===== src/rtl/ea_pkg.sv =====
package ea_pkg;
  typedef enum logic [1:0] {
    AM_REGIND  = 2'd0,
    AM_AUTOINC = 2'd1,
    AM_AUTODEC = 2'd2,
    AM_DISP    = 2'd3
  } am_e;

  typedef enum logic [1:0] {
    DW_BYTE = 2'd0,
    DW_WORD = 2'd1,
    DW_LONG = 2'd2
  } dw_e;

  typedef enum logic [1:0] {
    ST_IDLE = 2'd0,
    ST_CALC = 2'd1,
    ST_WAIT = 2'd2
  } ea_st_e;
endpackage


===== src/rtl/ea_disp_sext.sv =====
module ea_disp_sext import ea_pkg::*; #(
  parameter int unsigned AW = 32
) (
  input  logic [AW-1:0] raw_i,
  input  logic [1:0]    sz_i,
  output logic [AW-1:0] ext_o
);
  always_comb begin
    unique case (dw_e'(sz_i))
      DW_BYTE: ext_o = {{(AW-8){raw_i[7]}}, raw_i[7:0]};
      DW_WORD: ext_o = {{(AW-16){raw_i[15]}}, raw_i[15:0]};
      default: ext_o = raw_i;
    endcase
  end
endmodule


===== src/rtl/ea_index_scale.sv =====
module ea_index_scale #(
  parameter int unsigned AW    = 32,
  parameter int unsigned NSIZE = 4
) (
  input  logic                     en_i,
  input  logic [AW-1:0]            idx_val_i,
  input  logic [$clog2(NSIZE)-1:0] size_i,
  output logic [AW-1:0]            scaled_o
);
  logic [AW-1:0] shifted [NSIZE];

  for (genvar g = 0; g < NSIZE; g++) begin : g_shift
    assign shifted[g] = idx_val_i << g;
  end

  assign scaled_o = en_i ? shifted[size_i] : '0;
endmodule


===== src/rtl/ea_loc_calc.sv =====
module ea_loc_calc import ea_pkg::*; #(
  parameter int unsigned AW = 32
) (
  input  logic [1:0]    mode_i,
  input  logic [AW-1:0] base_val_i,
  input  logic [AW-1:0] disp_ext_i,
  input  logic [AW-1:0] step_i,
  output logic [AW-1:0] loc_o,
  output logic [AW-1:0] new_base_o,
  output logic          wb_o
);
  always_comb begin
    loc_o      = base_val_i;
    new_base_o = base_val_i;
    wb_o       = 1'b0;
    unique case (am_e'(mode_i))
      AM_AUTOINC: begin
        new_base_o = base_val_i + step_i;
        wb_o       = 1'b1;
      end
      AM_AUTODEC: begin
        loc_o      = base_val_i - step_i;
        new_base_o = base_val_i - step_i;
        wb_o       = 1'b1;
      end
      AM_DISP: loc_o = base_val_i + disp_ext_i;
      default: ;
    endcase
  end
endmodule


===== src/rtl/opnd_ea_gen.sv =====
module opnd_ea_gen import ea_pkg::*; #(
  parameter int unsigned AW   = 32,
  parameter int unsigned NREG = 16,
  localparam int unsigned RW  = $clog2(NREG)
) (
  input  logic          clk_i,
  input  logic          rst_ni,
  input  logic          req_valid_i,
  output logic          req_ready_o,
  input  logic [1:0]    mode_i,
  input  logic [RW-1:0] base_i,
  input  logic          idx_en_i,
  input  logic [RW-1:0] idx_i,
  input  logic [AW-1:0] disp_i,
  input  logic [1:0]    disp_sz_i,
  input  logic [1:0]    size_i,
  input  logic          defer_i,
  input  logic [AW-1:0] pc_i,
  output logic [RW-1:0] rf_raddr_base_o,
  input  logic [AW-1:0] rf_rdata_base_i,
  output logic [RW-1:0] rf_raddr_idx_o,
  input  logic [AW-1:0] rf_rdata_idx_i,
  output logic          rf_we_o,
  output logic [RW-1:0] rf_waddr_o,
  output logic [AW-1:0] rf_wdata_o,
  output logic          mem_req_o,
  output logic [AW-1:0] mem_addr_o,
  input  logic          mem_valid_i,
  input  logic [AW-1:0] mem_rdata_i,
  output logic          done_o,
  output logic [AW-1:0] ea_o
);
  localparam logic [RW-1:0] PC_IDX   = RW'(NREG - 1);
  localparam int unsigned   PTR_STEP = AW / 8;

  ea_st_e        state_q;
  logic [1:0]    mode_q, disp_sz_q, size_q;
  logic [RW-1:0] base_q, idx_q;
  logic          idx_en_q, defer_q;
  logic [AW-1:0] disp_q, pc_q, scaled_q, ea_q, mem_addr_q;
  logic          done_q, mem_req_q;

  logic [AW-1:0] base_val, idx_val, disp_ext, step, loc, new_base, scaled;
  logic          wb_need;

  // register 15 is supplied by the decoder, never by the file
  assign base_val = (base_q == PC_IDX) ? pc_q : rf_rdata_base_i;
  assign idx_val  = (idx_q  == PC_IDX) ? pc_q : rf_rdata_idx_i;
  assign step     = defer_q ? AW'(PTR_STEP) : (AW'(1) << size_q);

  ea_disp_sext #(.AW(AW)) u_sext (
    .raw_i (disp_q),
    .sz_i  (disp_sz_q),
    .ext_o (disp_ext)
  );

  ea_loc_calc #(.AW(AW)) u_loc (
    .mode_i     (mode_q),
    .base_val_i (base_val),
    .disp_ext_i (disp_ext),
    .step_i     (step),
    .loc_o      (loc),
    .new_base_o (new_base),
    .wb_o       (wb_need)
  );

  ea_index_scale #(.AW(AW), .NSIZE(4)) u_scale (
    .en_i      (idx_en_q),
    .idx_val_i (idx_val),
    .size_i    (size_q),
    .scaled_o  (scaled)
  );

  always_ff @(posedge clk_i or negedge rst_ni) begin
    if (!rst_ni) begin
      state_q    <= ST_IDLE;
      mode_q     <= '0;
      disp_sz_q  <= '0;
      size_q     <= '0;
      base_q     <= '0;
      idx_q      <= '0;
      idx_en_q   <= 1'b0;
      defer_q    <= 1'b0;
      disp_q     <= '0;
      pc_q       <= '0;
      scaled_q   <= '0;
      ea_q       <= '0;
      mem_addr_q <= '0;
      done_q     <= 1'b0;
      mem_req_q  <= 1'b0;
    end else begin
      done_q    <= 1'b0;
      mem_req_q <= 1'b0;
      unique case (state_q)
        ST_IDLE: if (req_valid_i) begin
          mode_q    <= mode_i;
          disp_sz_q <= disp_sz_i;
          size_q    <= size_i;
          base_q    <= base_i;
          idx_q     <= idx_i;
          idx_en_q  <= idx_en_i;
          defer_q   <= defer_i;
          disp_q    <= disp_i;
          pc_q      <= pc_i;
          state_q   <= ST_CALC;
        end
        ST_CALC: begin
          scaled_q <= scaled;
          if (defer_q) begin
            mem_req_q  <= 1'b1;
            mem_addr_q <= loc;
            state_q    <= ST_WAIT;
          end else begin
            ea_q    <= loc + scaled;
            done_q  <= 1'b1;
            state_q <= ST_IDLE;
          end
        end
        ST_WAIT: if (mem_valid_i) begin
          ea_q    <= mem_rdata_i + scaled_q;
          done_q  <= 1'b1;
          state_q <= ST_IDLE;
        end
        default: state_q <= ST_IDLE;
      endcase
    end
  end

  assign req_ready_o     = (state_q == ST_IDLE);
  assign rf_raddr_base_o = base_q;
  assign rf_raddr_idx_o  = idx_q;
  assign rf_we_o         = (state_q == ST_CALC) && wb_need && (base_q != PC_IDX);
  assign rf_waddr_o      = base_q;
  assign rf_wdata_o      = new_base;
  assign mem_req_o       = mem_req_q;
  assign mem_addr_o      = mem_addr_q;
  assign done_o          = done_q;
  assign ea_o            = ea_q;
endmodule


===== config.mk =====
export PLATFORM = sky130hd
export DESIGN_NAME = opnd_ea_gen
export DESIGN_NICKNAME = d
export VERILOG_FILES = /design/src/rtl/ea_pkg.sv /design/src/rtl/ea_disp_sext.sv /design/src/rtl/ea_index_scale.sv /design/src/rtl/ea_loc_calc.sv /design/src/rtl/opnd_ea_gen.sv
export SDC_FILE = /design/constraint.sdc
export NUM_CORES = 1
export LEC_CHECK = 0
export BUFFER_PORTS_ARGS = -buffer_cell sky130_fd_sc_hd__buf_2
export CORE_ASPECT_RATIO = 1.2
export CORE_MARGIN = 8
export CORE_UTILIZATION = 53
export DETAILED_ROUTE_END_ITERATION = 10
export PLACE_DENSITY = 0.78
export REMOVE_ABC_BUFFERS = 1
export SYNTH_ARGS = -nofsm -noshare
export SYNTH_HDL_FRONTEND = slang
export SYNTH_HIERARCHICAL = 1
export SYNTH_SLANG_ARGS = --single-unit

===== constraint.sdc =====
create_clock -name clk_i -period 12.6 [get_ports clk_i]
set_input_delay 2.52 -clock clk_i [delete_from_list [all_inputs] [get_ports clk_i]]
set_output_delay 2.52 -clock clk_i [all_outputs]
set_load 0.1 [all_outputs]

==> flow_metrics.tcl <==
set metrics [dict create \
    status "completed" \
    worst_slack_ns 3.84 \
    final_common_cell "buf_2" \
    synthTopCellsByArea "dfrtp_1, mux2_2, ha_1, a21oi_1, xnor2_1" \
    setup_tns_ns 0 \
    setup_viol_count_final 0 \
    period_share 0.695 \
    clock_skew_ns 0.0168 \
    hold_violations 0 \
    ctsHoldBuffers 0 \
    yosysTopAreaCell "dfrtp_1" \
    antenna_found_initial 3 \
    core_area_sq_um 34000 \
    final_cell_mix "buf_2, mux2_2, dfrtp_1, nand2_1, a21oi_1" \
    post-cts-setup-buffer-count 0 \
    period_needed_ns 8.76 \
    start_kind "primary input" \
    cp.arrival_ns 6.24 \
    io_pins 292 \
    postLayoutCellArea_sq_um 20600 \
    die_area_sq_um 40600 \
    start_util 0.536 \
    grt_max_degree 81 \
    chipWidth_microns 185 \
    globalRouteOverflowTotal 0 \
    ant_nets 0 \
    port_buffers 291 \
    slew_headroom 0.210 \
    drc 0 \
    dpl.hpwl_mm 49.2 \
    cts_buffer_depth 2 \
    synth-edff-count 0 \
    track_usage 0.298 \
    nets 2704 \
    ys_seq_elements 180 \
    cts_tree "done" \
    cp-end-kind "output port" \
    drv_slew 0 \
    rows 74 \
    drt_iter0_markers 1618 \
    synth_cell_types 93 \
    routedWlPerCell_microns 21.8 \
    synthCells 2090 \
    drive_gt1_frac 0.250 \
    drtPass1Iterations 6 \
    async_flop_share 1.00 \
    cts_root_buf "clkbuf_16" \
    worst_hold_path_type "flop to flop" \
    ys_warn_count 6 \
    path_clk_slew_ns 0.08 \
    synth_area_per_cell_sq_um 8.71 \
    cts_sinks 180 \
    synth_fa_ha_area_frac 0.117 \
    area_growth_pct 13.0 \
    synthMuxAreaShare 0.162 \
    synth-xor-area-share 0.0635 \
    synth-main-ff-cell "dfrtp_1" \
    synth_area_sq_um 18200 \
    htree_levels 4 \
    numCtsBuffers 17 \
    synth-simple-area-share 0.128 \
    required_ns 10.08 \
    synth_compound_area_frac 0.227 \
    synth_top_family_by_area "compound AO/OA/AOI/OAI gates" \
    wl_mm 61.7 \
    rsz0062_at_grt "no" \
    ys_seq_area_frac 0.247 \
    die_h_microns 219 \
    worstSetupPathType "primary input to output port" \
    gp_congestion 0.979 \
    cp_max_fo 5 \
    pre_cts_slack_ns 3.97 \
    synth_top_area_frac 0.247 \
    avgViaCountPerCell 6.13 \
    grt_pass1_wl_mm 95.3 \
    grt_pass1_vias 17535 \
    cts-resized-gates 0 \
    max-cap-violations 0 \
    postPlaceCellArea_sq_um 20000 \
    fmax_mhz 114 \
    vias 17342 \
    clock_latency_ns 0.46 \
    whs_ns 0.473 \
    worst_pin_slew_ns 1.19 \
]
[cells in the mapped netlist, types with 16 or more instances]
master	instances
mux2_2	208
dfrtp_1	180
nand2_1	170
a21oi_1	163
ha_1	162
nor2_1	142
inv_1	106
o21ai_0	97
xnor2_1	89
clkbuf_1	65
mux2i_1	57
xor2_1	43
o21ai_1	42
a21o_1	39
o22ai_1	35
nor3_1	30
and3_1	29
nand3_1	26
nand2b_1	25
a211oi_1	24
a22oi_1	22
a31oi_1	21
o21bai_1	21
o21a_1	20
buf_2	16
[sequential cells by signal (all words and copies together), names as in the netlist]
register,flops
ea_o,32
mem_addr_o,32
idx_en_q,1
defer_q,1
pc_q,32
mode_q,2
done_o,1
rf_raddr_base_o,4
state_q,2
disp_sz_q,2
mem_req_o,1
disp_q,32
scaled_q,32
size_q,2
rf_raddr_idx_o,4
[worst max-delay path: stages]
cell	delay, ns
buf_2	0.11
mux2_2	0.32
ha_1	0.32
nor2b_1	0.21
o311ai_1	0.15
a21oi_1	0.33
a41oi_2	0.27
o41ai_2	0.75
a31oi_1	0.32
o21ai_1	0.30
nand2_1	0.08
nand4b_1	0.10
buf_2	0.44
[through the flow]
stage | cells | util
final | 2830 | 0.606
after global routing | 2829 | 0.606
after CTS | 2826 | 0.605
after detailed placement | 2794 | 0.589
after global placement | 2794 | 0.589
after floorplan | 2031 | -
[cells by family after synthesis]
family | after synthesis
buf+inv | 227
compound gates | 617
simple gates | 499
mux | 267
xor+xnor | 132
flops | 180
other cells | 1
fa+ha+maj | 167
[routing by layer]
layer  part of all wire  vias up  global-route usage
li1                   -     8114                   -
met1               0.41     8302               0.378
met2               0.47      779               0.496
met3              0.070      147              0.0443
met4              0.044        0               0.133
met5                  0        -                   0
[worst paths after layout]
check	slack, ns	to	start	cells after the start
min	0.47	ea_o[20]	ea_o[20]	2
max	3.84	rf_wdata_o[31]	rf_rdata_base_i[1]	13
max reg2reg	6.38	ea_o[29]	rf_raddr_base_o[3]	24
min in group asynchronous	2.03	disp_q[5]	rst_ni	1
min reg2reg	0.47	ea_o[20]	ea_o[20]	2
max in group asynchronous	8.64	scaled_q[12]	rst_ni	3
[layout make-up]
class | instances | area (sq um)
clock inverters | 15 | 143
repair buffers | 307 | 1590
flip-flops and latches | 180 | 4510
diodes | 4 | 10.0
inverters | 110 | 413
clock buffers | 17 | 425
fillers | 3072 | 13400
well taps | 456 | 571
multi-input cells | 1741 | 12900
Power is not shown: default switching activity piles up to over one toggle a cycle in this logic, so the estimate is an artifact.
